## src/rtl/term_pkg.sv

```systemverilog
package term_pkg;
  localparam int unsigned NUM_REGS   = 4;
  localparam int unsigned REG_STRIDE = 4;
  localparam int unsigned BUS_W      = 32;

  typedef enum logic [1:0] {
    SEL_RX_STAT = 2'd0,
    SEL_RX_DATA = 2'd1,
    SEL_TX_STAT = 2'd2,
    SEL_TX_DATA = 2'd3
  } term_sel_e;

  localparam int unsigned BIT_RDY = 0;
  localparam int unsigned BIT_IE  = 1;
  localparam int unsigned BIT_OVR = 2;
endpackage

```

## src/rtl/term_rst_sync.sv

```systemverilog
module term_rst_sync (
  input  logic clk,
  input  logic rst_n,
  output logic rst_sync_n
);
  logic stage1_q;
  logic stage2_q;

  always_ff @(posedge clk or negedge rst_n) begin
    if (!rst_n) begin
      stage1_q <= 1'b0;
      stage2_q <= 1'b0;
    end else begin
      stage1_q <= 1'b1;
      stage2_q <= stage1_q;
    end
  end

  assign rst_sync_n = stage2_q;
endmodule

```

## src/rtl/term_decode.sv

```systemverilog
module term_decode
  import term_pkg::*;
#(
  parameter int unsigned       ADDR_W    = 32,
  parameter logic [ADDR_W-1:0] BASE_ADDR = 32'hFFFF0000
) (
  input  logic [ADDR_W-1:0]   bus_addr,
  input  logic                bus_rd,
  input  logic                bus_wr,
  output logic [NUM_REGS-1:0] rd_sel,
  output logic [NUM_REGS-1:0] wr_sel
);
  logic [NUM_REGS-1:0] hit;

  for (genvar g = 0; g < NUM_REGS; g++) begin : g_hit
    localparam logic [ADDR_W-1:0] REG_ADDR = BASE_ADDR + ADDR_W'(g * REG_STRIDE);
    assign hit[g] = (bus_addr == REG_ADDR);
  end

  always_comb begin
    rd_sel = hit & {NUM_REGS{bus_rd}};
    wr_sel = hit & {NUM_REGS{bus_wr}};
  end
endmodule

```

## src/rtl/term_rx.sv

```systemverilog
module term_rx #(
  parameter int unsigned CHAR_W = 8
) (
  input  logic              clk,
  input  logic              rst_n,
  input  logic              in_valid,
  input  logic [CHAR_W-1:0] in_data,
  input  logic              rd_data_stb,
  input  logic              rd_stat_stb,
  input  logic              wr_stat_stb,
  input  logic              wr_ie,
  output logic              rdy,
  output logic              ie,
  output logic              ovr,
  output logic [CHAR_W-1:0] data,
  output logic              irq
);
  logic              rdy_q, rdy_d;
  logic              ovr_q, ovr_d;
  logic              ie_q;
  logic [CHAR_W-1:0] data_q;
  logic              data_en;

  always_comb begin
    rdy_d = rdy_q;
    if (rd_data_stb) rdy_d = 1'b0;
    if (in_valid)    rdy_d = 1'b1;

    ovr_d = ovr_q;
    if (rd_stat_stb) ovr_d = 1'b0;
    if (in_valid && rdy_q && !rd_data_stb) ovr_d = 1'b1;

    data_en = in_valid;
  end

  always_ff @(posedge clk or negedge rst_n) begin
    if (!rst_n) begin
      rdy_q <= 1'b0;
      ovr_q <= 1'b0;
      ie_q  <= 1'b0;
    end else begin
      rdy_q <= rdy_d;
      ovr_q <= ovr_d;
      if (wr_stat_stb) ie_q <= wr_ie;
    end
  end

  always_ff @(posedge clk or negedge rst_n) begin
    if (!rst_n) begin
      data_q <= '0;
    end else if (data_en) begin
      data_q <= in_data;
    end
  end

  assign rdy  = rdy_q;
  assign ie   = ie_q;
  assign ovr  = ovr_q;
  assign data = data_q;
  assign irq  = rdy_q & ie_q;
endmodule

```

## src/rtl/term_tx.sv

```systemverilog
module term_tx #(
  parameter int unsigned CHAR_W = 8
) (
  input  logic              clk,
  input  logic              rst_n,
  input  logic              wr_data_stb,
  input  logic [CHAR_W-1:0] wr_data,
  input  logic              wr_stat_stb,
  input  logic              wr_ie,
  input  logic              out_ready,
  output logic              out_valid,
  output logic [CHAR_W-1:0] out_data,
  output logic              rdy,
  output logic              ie,
  output logic              irq
);
  logic              rdy_q, rdy_d;
  logic              ie_q;
  logic [CHAR_W-1:0] data_q;
  logic              load_en;

  always_comb begin
    load_en = wr_data_stb && rdy_q;
    rdy_d   = rdy_q;
    if (load_en)                 rdy_d = 1'b0;
    else if (!rdy_q && out_ready) rdy_d = 1'b1;
  end

  always_ff @(posedge clk or negedge rst_n) begin
    if (!rst_n) begin
      rdy_q <= 1'b1;
      ie_q  <= 1'b0;
    end else begin
      rdy_q <= rdy_d;
      if (wr_stat_stb) ie_q <= wr_ie;
    end
  end

  always_ff @(posedge clk or negedge rst_n) begin
    if (!rst_n) begin
      data_q <= '0;
    end else if (load_en) begin
      data_q <= wr_data;
    end
  end

  assign out_valid = ~rdy_q;
  assign out_data  = data_q;
  assign rdy       = rdy_q;
  assign ie        = ie_q;
  assign irq       = rdy_q & ie_q;
endmodule

```

## src/rtl/term_rdmux.sv

```systemverilog
module term_rdmux
  import term_pkg::*;
#(
  parameter int unsigned DATA_W = 32
) (
  input  logic [NUM_REGS-1:0]           rd_sel,
  input  logic [NUM_REGS-1:0][DATA_W-1:0] reg_val,
  output logic [DATA_W-1:0]             rdata
);
  logic [NUM_REGS-1:0][DATA_W-1:0] gated;

  for (genvar g = 0; g < NUM_REGS; g++) begin : g_gate
    assign gated[g] = reg_val[g] & {DATA_W{rd_sel[g]}};
  end

  always_comb begin
    rdata = '0;
    for (int i = 0; i < NUM_REGS; i++) rdata = rdata | gated[i];
  end
endmodule

```

## src/rtl/term_mmio.sv

```systemverilog
module term_mmio
  import term_pkg::*;
#(
  parameter int unsigned       ADDR_W    = 32,
  parameter int unsigned       CHAR_W    = 8,
  parameter logic [ADDR_W-1:0] BASE_ADDR = 32'hFFFF0000
) (
  input  logic              clk,
  input  logic              rst_n,
  input  logic [ADDR_W-1:0] bus_addr,
  input  logic              bus_rd,
  input  logic              bus_wr,
  input  logic [BUS_W-1:0]  bus_wdata,
  output logic [BUS_W-1:0]  bus_rdata,
  input  logic              kbd_valid,
  input  logic [CHAR_W-1:0] kbd_data,
  output logic              disp_valid,
  output logic [CHAR_W-1:0] disp_data,
  input  logic              disp_ready,
  output logic              rx_irq,
  output logic              tx_irq
);
  localparam int unsigned PAD_W = BUS_W - CHAR_W;

  logic                          rst_sync_n;
  logic [NUM_REGS-1:0]           rd_sel;
  logic [NUM_REGS-1:0]           wr_sel;
  logic [NUM_REGS-1:0][BUS_W-1:0] reg_val;
  logic                          rx_rdy, rx_ie, rx_ovr;
  logic [CHAR_W-1:0]             rx_data;
  logic                          tx_rdy, tx_ie;

  term_rst_sync u_rst (
    .clk        (clk),
    .rst_n      (rst_n),
    .rst_sync_n (rst_sync_n)
  );

  term_decode #(.ADDR_W(ADDR_W), .BASE_ADDR(BASE_ADDR)) u_dec (
    .bus_addr (bus_addr),
    .bus_rd   (bus_rd),
    .bus_wr   (bus_wr),
    .rd_sel   (rd_sel),
    .wr_sel   (wr_sel)
  );

  term_rx #(.CHAR_W(CHAR_W)) u_rx (
    .clk         (clk),
    .rst_n       (rst_sync_n),
    .in_valid    (kbd_valid),
    .in_data     (kbd_data),
    .rd_data_stb (rd_sel[SEL_RX_DATA]),
    .rd_stat_stb (rd_sel[SEL_RX_STAT]),
    .wr_stat_stb (wr_sel[SEL_RX_STAT]),
    .wr_ie       (bus_wdata[BIT_IE]),
    .rdy         (rx_rdy),
    .ie          (rx_ie),
    .ovr         (rx_ovr),
    .data        (rx_data),
    .irq         (rx_irq)
  );

  term_tx #(.CHAR_W(CHAR_W)) u_tx (
    .clk         (clk),
    .rst_n       (rst_sync_n),
    .wr_data_stb (wr_sel[SEL_TX_DATA]),
    .wr_data     (bus_wdata[CHAR_W-1:0]),
    .wr_stat_stb (wr_sel[SEL_TX_STAT]),
    .wr_ie       (bus_wdata[BIT_IE]),
    .out_ready   (disp_ready),
    .out_valid   (disp_valid),
    .out_data    (disp_data),
    .rdy         (tx_rdy),
    .ie          (tx_ie),
    .irq         (tx_irq)
  );

  always_comb begin
    reg_val = '0;
    reg_val[SEL_RX_STAT][BIT_RDY] = rx_rdy;
    reg_val[SEL_RX_STAT][BIT_IE]  = rx_ie;
    reg_val[SEL_RX_STAT][BIT_OVR] = rx_ovr;
    reg_val[SEL_RX_DATA]          = {{PAD_W{1'b0}}, rx_data};
    reg_val[SEL_TX_STAT][BIT_RDY] = tx_rdy;
    reg_val[SEL_TX_STAT][BIT_IE]  = tx_ie;
    reg_val[SEL_TX_DATA]          = {{PAD_W{1'b0}}, disp_data};
  end

  term_rdmux #(.DATA_W(BUS_W)) u_mux (
    .rd_sel  (rd_sel),
    .reg_val (reg_val),
    .rdata   (bus_rdata)
  );
endmodule

```

## config.mk

```make
export PLATFORM = sky130hd
export DESIGN_NAME = term_mmio
export DESIGN_NICKNAME = d
export VERILOG_FILES = /design/src/rtl/term_pkg.sv /design/src/rtl/term_rst_sync.sv /design/src/rtl/term_decode.sv /design/src/rtl/term_rx.sv /design/src/rtl/term_tx.sv /design/src/rtl/term_rdmux.sv /design/src/rtl/term_mmio.sv
export SDC_FILE = /design/constraint.sdc
export NUM_CORES = 1
export LEC_CHECK = 0
export BUFFER_PORTS_ARGS = -buffer_cell sky130_fd_sc_hd__buf_4
export CAP_MARGIN = 40
export CORE_MARGIN = 10
export CORE_UTILIZATION = 34
export CTS_BUF_LIST = sky130_fd_sc_hd__clkbuf_16
export CTS_CLUSTER_SIZE = 28
export DETAILED_ROUTE_END_ITERATION = 8
export GPL_TIMING_DRIVEN = 0
export PLACE_DENSITY_LB_ADDON = 0.25
export REMOVE_ABC_BUFFERS = 1
export SYNTH_ARGS = -nofsm -noshare
export SYNTH_HDL_FRONTEND = slang
export SYNTH_SLANG_ARGS = --single-unit
```

## constraint.sdc

```tcl
create_clock -name clk -period 1.4 [get_ports clk]
set_input_delay 0.07 -clock clk [delete_from_list [all_inputs] [get_ports clk]]
set_output_delay 0.07 -clock clk [all_outputs]
set_load 0.1 [all_outputs]
```

Word level (Yosys, flattened, before mapping)
Cells that the tools add are included.
{ "totals": {"ff_bits": 23, "input_bits": 78, "output_inout_bits": 43} }
{ "classes": {"n_mux": 6, "n_reduce_logical": 9, "n_eq_ne": 4, "bitwise": 12} }
{ "op_table": {"columns": ["cell", "count"], "rows": [
  ["32-bit equality test, second input constant", 4],
  ["32-bit bitwise OR", 3],
  ["8-bit by 32-bit AND with 32-bit output", 2],
  ["2-bit by 32-bit AND with 32-bit output", 1],
  ["3-bit by 32-bit AND with 32-bit output", 1],
  ["4-bit AND", 2],
  ["1-bit two-way mux", 6],
  ["2-bit nonzero test", 3],
  ["1-bit logical AND", 4],
  ["1-bit AND", 2],
  ["1-bit logical NOT", 2],
  ["1-bit NOT", 1]
]} }

Depth between registers and ports, before layout
Gate-level depths: netlist (run 1).
{ "depth": {"depth_word": 6, "ltp_mapped": 5} }

By module
From an unflattened synthesis (run 1), not the netlist that was laid out.
{ "unflattened": {"cells_unflattened": 186, "area_unflattened_um2": 1741.7} }
{ "by_module_without_submodules": {"columns": ["module", "cells_per_inst", "area_each_um2", "instances", "seq_area_each_um2"], "rows": [
  ["term_rdmux", 108, 705.7, 1, 0.0],
  ["term_rx", 26, 450.4, 1, 275.3],
  ["term_tx", 24, 385.4, 1, 251.5],
  ["term_decode", 24, 142.6, 1, 0.0],
  ["term_rst_sync", 3, 53.8, 1, 50.0],
  ["term_mmio", 1, 3.8, 1, 0.0]
]} }

Least setup slack after synthesis (run 1)
Ideal clock, no wire load.
{ "synth_timing": {"path_type": "input to output", "from": "input port bus_addr[0]", "to": "output port bus_rdata[3]", "path_slack_ns": -1.270, "n_path_buf": 0, "arrival_ns": 2.600, "stages": 4, "cell_sequence": "or4_1 > nor4_4 > nand4_1 > nor2_1"} }
{ "synth_via": {"elab_chain_cells": 6} }
{ "synth_rtl": {"columns": ["item", "line", "text"], "rows": [
  ["start, declared", "term_mmio.sv:10", "input logic [ADDR_W-1:0] bus_addr,"],
  ["32-bit equality test", "term_decode.sv:17", "assign hit[g] = (bus_addr == REG_ADDR);"],
  ["4-bit AND (*)", "term_decode.sv:21", "rd_sel = hit & {NUM_REGS{bus_rd}};"],
  ["3-bit by 32-bit AND with 32-bit output or 8-bit by 32-bit AND with 32-bit output (tied branches)", "term_rdmux.sv:13", "assign gated[g] = reg_val[g] & {DATA_W{rd_sel[g]}};"],
  ["32-bit bitwise OR (2 in series)", "term_rdmux.sv:18", "for (int i = 0; i < NUM_REGS; i++) rdata = rdata | gated[i];"],
  ["32-bit bitwise OR (*)", "term_rdmux.sv:18", null],
  ["end, declared", "term_mmio.sv:14", "output logic [BUS_W-1:0] bus_rdata,"]
]} }
Every way passes the cells marked *; elsewhere a longest branch is shown, timed or not.

Worst setup path after layout (run 1)
{ "layout_timing": {"from": "input port bus_addr[13]", "to": "output port bus_rdata[7]"} }
The elaborated chain is that of the path after synthesis.

==> qor.yml, run 1 <==
status: "finished with violations"
failed_checks: "negative setup slack"
setup_tns_ps: -5917
ys_seq_area_frac: 0.4218
power.total_w: 0.001825
final_cells: 249
cp_slowest_cell: "or4_4"
insertion_delay_ps: 260
avgViaCountPerCell: 4.711
die-area_um2: 6959
path_clk_slew_ps: 60
drive_above_1_share: 0.6119
final_common_cell: "buf_4"
setup_viol: 21
rr_endpoint: "u_tx.out_data[6]"
relSlewSlack: 0.4337
grt_pass1_vias: 1335
gp_congestion: 0.8144
required_ps: 1330
final_nets: 280
design_area_um2: 2258
finalHoldViolCount: 0
synthCells: 118
final_cell_mix: "67 x buf_4, 25 x conb_1, 22 x dfrtp_1, 12 x mux2_2, 9 x buf_12"
worst_pin_slew_ps: 849.4
post_drt_wl_per_cell_um: 17.44
critPathKind: "in2out"
vias: 1173
grt-ovfl-total: 0
final.setup.worst_slack_ps: -405.4
start_util: 0.3626
clock_path_buffers: 2
postRouteAntennaNets: 0
antenna_found_initial: 0
min_path_type: "in2reg"
skew_ps: 3.878
peakVddDrop_uv: 639.6
cts-root-buf: "clkbuf_16"
worstPathArrival_ps: 1740
power_density_nw_per_um2: 808.1
drc_errors: 0
dp_cells: 234
start_kind: "input port"
r2r_cells: 3
cp_common_cell: "buf_6"
min_period_ps: 1805
crit_path_end_kind: "primary output"
cts_tree: "done"
ys_seq_elements: 23
final-max-slew-violation-count: 0
cap_violations: 0
coreArea_um2: 3771
r2r_slack_ps: -170
path_delay_family: "simple AND/OR/NAND/NOR gates"
fp.dieH_um: 83.42
grt_max_degree: 22
fin_crit_sh: 1.290
synth_cell_types: 29
drtIter0Drc: 40
rows: 22
worstHoldStart: "disp_ready"
syn_area_per_cell_um2: 11.59
die_x_um: 83.42
dr.pass1.iters: 4
rsz0062_at_grt: "true"
p_leak_nw: 1.128
path_max_fanout: 6
cts_buffers: 3
portBuffers: 72
cpPeakStageDelay_ps: 530
cts-htree-levels: 1
holdPathEnd: "u_tx.rdy"
max_freq_ghz: 0.5539
grt_pass1_wl_um: 6831
diodes: 0
dp_hpwl_um: 3237
ys_warn_count: 0
cts_sinks: 23
place_area_um2: 1863
rr_startpoint: "u_tx.rdy"
critical_path_depth: 7
syn_to_final_growth_pct: 65.14
wl_um: 4343
min_path_cells: 2
grtUsageTotal: 0.1183
netlist_area_um2: 1368
path_cells: "buf_6, or4_4, nor4_4, nand4_1, buf_6, nor2_4, buf_12"
ios: 121
cp_num_buf_inv: 3
-- registers in the layout, summed over array words and instances, names as in the netlist --
name	cells
u_rst.stage1_q	1
u_tx.ie	1
u_tx.rdy	1
u_rx.ie	1
u_rx.ovr	1
u_rx.data	8
u_tx.out_data	8
u_rx.rdy	1
u_rst.rst_sync_n	1
-- worst max path at each step --
stage / startpoint / to / slack (ps)
after CTS: bus_addr[13] / bus_rdata[3] / -360
after detailed placement: bus_addr[0] / bus_rdata[3] / -770
after global placement: bus_addr[8] / bus_rdata[3] / -720
after global routing: bus_addr[13] / bus_rdata[7] / -470
final: bus_addr[13] / bus_rdata[7] / -410
after floorplan: bus_addr[0] / bus_rdata[3] / -1260
-- metal layers --
layer / vias up / GRT usage / wire [um]
li1: 544 / - / -
met1: 548 / 0.1326 / 1765
met2: 74 / 0.1969 / 2034
met3: 7 / 0.05176 / 477
met4: 0 / 0.03631 / 65
met5: - / 0 / 0
-- cells by family (layout without fill, tap and decap cells) --
family	count (synthesis)	count (layout)	share of synthesized area
other	2	25	0.005492
multiplexers	26	26	0.2251
flip-flops	23	23	0.4218
AND/OR/NAND/NOR	33	34	0.1784
AO/OA/AOI/OAI	6	6	0.02654
buffers and inverters	28	87	0.1427
-- through the flow --
step                      setup WS (ps)  hold slack [ps]    util
final                            -405.4            16.62  0.5989
after global placement           -718.2           -146.9  0.4940
after CTS                        -355.9            13.07  0.5856
after global routing             -471.6            23.77  0.5989
after detailed placement         -767.5           -146.9  0.4940
after floorplan                   -1264           -225.6       -
-- Yosys cell counts --
master	count	area share
o31a_1	1	0.0064
nand4b_1	2	0.013
nand2_1	2	0.0055
nor2_1	6	0.016
mux2_1	5	0.041
a21oi_1	2	0.0073
nand3_1	1	0.0037
or4_1	2	0.011
mux4_2	2	0.033
nand4_1	5	0.023
nand4bb_1	1	0.0082
or2_2	2	0.0091
buf_1	1	0.0027
and3_1	4	0.018
buf_4	24	0.13
mux2_2	13	0.11
mux2i_1	6	0.044
and2_1	3	0.014
nor3b_1	1	0.0055
conb_1	2	0.0055
o21ai_0	2	0.0073
nor4_4	2	0.031
dfrtp_1	22	0.40
dfstp_2	1	0.019
inv_1	1	0.0027
nand4_4	1	0.016
clkbuf_1	2	0.0055
nor2b_1	1	0.0046
o21a_1	1	0.0055
-- power by group --
part | leakage, nW | internal, W | switching, W
Clock | 0.0409 | 0.000384 | 0.000229
Combinational | 0.803 | 0.000142 | 0.000354
Sequential | 0.285 | 0.000691 | 0.0000249
-- timing repair --
| action | CTS | global route |
|---|---|---|
| endpoints found under the setup margin | 20 | 20 |
| hold buffers | 1 | 0 |
| cloned | 1 | 0 |
| gates resized for setup | 48 | 4 |
| pin swaps | 13 | 7 |
| endpoints found under the hold margin | 2 | 0 |
| buffers inserted | 6 | 5 |
-- layout make-up --
cell class                      instances  area, um2
Tap cell                               48      60.06
Timing Repair Buffer                   82      749.5
Sequential cell                        23      576.8
Clock buffer                            3      75.07
Inverter                                1      3.754
Multi-Input combinational cell         91      788.3
Fill cell                             328       1513
Clock inverter                          1      5.005
Power figures use the tool's default switching activity.
==> inputs of run 2 (changes only) <==
--- a/config.mk
+++ b/config.mk
@@ -8,8 +8,8 @@
 export BUFFER_PORTS_ARGS = -buffer_cell sky130_fd_sc_hd__buf_4
 export CAP_MARGIN = 40
 export CORE_MARGIN = 10
-export CORE_UTILIZATION = 34
-export CTS_BUF_LIST = sky130_fd_sc_hd__clkbuf_16
+export CORE_UTILIZATION = 35
+export CTS_BUF_LIST = sky130_fd_sc_hd__clkbuf_4
 export CTS_CLUSTER_SIZE = 28
 export DETAILED_ROUTE_END_ITERATION = 8
 export GPL_TIMING_DRIVEN = 0
==> run 2 against run 1 <==
  * The flow still finishes with violations (negative setup slack)
  * First-iteration DRC count shrank 20%
  * Die area shrank 2.2%
  * Clock power shrank 49%
  * Clock-buffer cell count grew 1
  * Largest cell class is now buffers
  * Non-clock buffer count is 15 higher
  * Worst hold slack better by 6.2 ps
==> qor.yml, run 2 (synthesized netlist as in run 1, its figures left out) <==
final.setup.worst_slack_ps: -300.1
wl_um: 4507
die_x_um: 82.51
drtIter0Drc: 32
cts_buffers: 3
pre_cts_ws_ps: -720.5
nFillCells: 297
final-max-slew-violation-count: 0
failed_checks: "negative setup slack"
worst_pin_slew_ps: 846.0
p_sw_w: 0.0005716
dp_hpwl_um: 3348
grt-ovfl-total: 0
peakVddDrop_uv: 571.4
portBuffers: 72
cap_violations: 0
place_area_um2: 1863
path_max_fanout: 6
ios: 121
rsz0062_at_grt: "true"
p_clk_frac: 0.202
path_clk_slew_ps: 110
rows: 22
crit_path_end_kind: "primary output"
antenna_found_initial: 0
syn_to_final_growth_pct: 72.19
relSlewSlack: 0.4360
drive_above_1_share: 0.5648
switching_share: 0.3660
diodes: 0
gp_congestion: 0.8486
clock_path_buffers: 2
cts-htree-levels: 1
power_density_nw_per_um2: 663.3
internal_power_w: 0.0009903
dp_cells: 234
avgViaCountPerCell: 4.720
max_freq_ghz: 0.5882
start_kind: "input port"
grtUsageTotal: 0.1278
grt_pass1_vias: 1343
p_leak_nw: 1.160
insertion_delay_ps: 300
skew_ps: 9.715
coreArea_um2: 3716
finalHoldViolCount: 0
dr.pass1.iters: 4
hold_slack_ps: 22.84
cts-root-buf: "clkbuf_4"
fin_crit_sh: 1.214
critPathKind: "in2out"
r2r_slack_ps: -100
final_util: 0.6337
fp.dieH_um: 82.51
required_ps: 1330
min_period_ps: 1700
final_nets: 295
pwr-share-comb: 0.341
cts_sinks: 23
cts_tree: "done"
p_seq_frac: 0.457
worstPathArrival_ps: 1630
drc_errors: 0
status: "finished with violations"
vias: 1246
grt_pass1_wl_um: 6824
postRouteAntennaNets: 0
grt_max_degree: 22
final_common_cell: "buf_4"
setup_viol: 19
start_util: 0.3680
post_drt_wl_per_cell_um: 17.07
final_cell_mix: "66 x buf_4, 25 x conb_1, 22 x dfrtp_1, 17 x dlygate4sd3_1, 13 x mux2_2"
design_area_um2: 2355
final_cells: 264
min_path_type: "in2reg"
die-area_um2: 6808
[run 2: what timing repair did]
action | CTS | global route
hold buffers | 17 | 0
pin swaps | 13 | 3
endpoints found under the hold margin | 18 | 0
resized for setup | 49 | 2
gates cloned | 1 | 0
endpoints found under the setup margin | 20 | 21
setup buffers | 7 | 1
[run 2: final cells by class]
type,count,area [um2],share of cell area
clock buffer,4,30.03,0.01275
inverter,1,3.754,0.001594
multi-input combinational,91,782.0,0.3321
sequential,23,576.8,0.2450
tap,48,60.06,0.02550
timing repair buffer,97,902.1,0.3831
[run 2: worst max-delay path, stage by stage]
cell	delay (ps)
buf_6	90
or4_4	540
nor4_4	310
nand4_1	150
buf_6	180
nor2_4	110
buf_12	180
[run 2: final timing paths]
check,startpoint,to,depth (start not counted)
max,bus_addr[13],bus_rdata[7],7
min,bus_wdata[1],u_tx.ie,2
max reg2reg,u_tx.rdy,u_tx.out_data[7],3
min reg2reg,u_rst.rst_sync_n,u_tx.out_data[0],0
max in group asynchronous,u_rst.rst_sync_n,u_rx.data[7],0
min in group asynchronous,rst_n,u_rst.stage1_q,2
[run 2: stage by stage]
step	total power [W]	TNS (ps)
after floorplan	0.001057	-11510
after global placement	0.001194	-11780
after detailed placement	0.001203	-12040
after CTS	0.001573	-3817
after global routing	0.001646	-4374
final	0.001562	-3375
[run 2: power by group through the flow]
| stage | clock network, W | logic (W) | registers, W |
|---|---|---|---|
| floorplan | 0 | 0.000337 | 0.000720 |
| global placement | 0 | 0.000469 | 0.000725 |
| CTS | 0.000331 | 0.000528 | 0.000715 |
| finish | 0.000315 | 0.000532 | 0.000714 |
| global route | 0.000368 | 0.000557 | 0.000721 |
| detailed placement | 0 | 0.000475 | 0.000727 |
[run 2: per-layer routing]
layer / up-vias / GRT usage / wire, um
li1: 573 / - / -
met1: 590 / 0.1333 / 1566
met3: 2 / 0.05940 / 783
met5: - / 0 / 0
met2: 81 / 0.2286 / 2143
met4: 0 / 0.03010 / 14
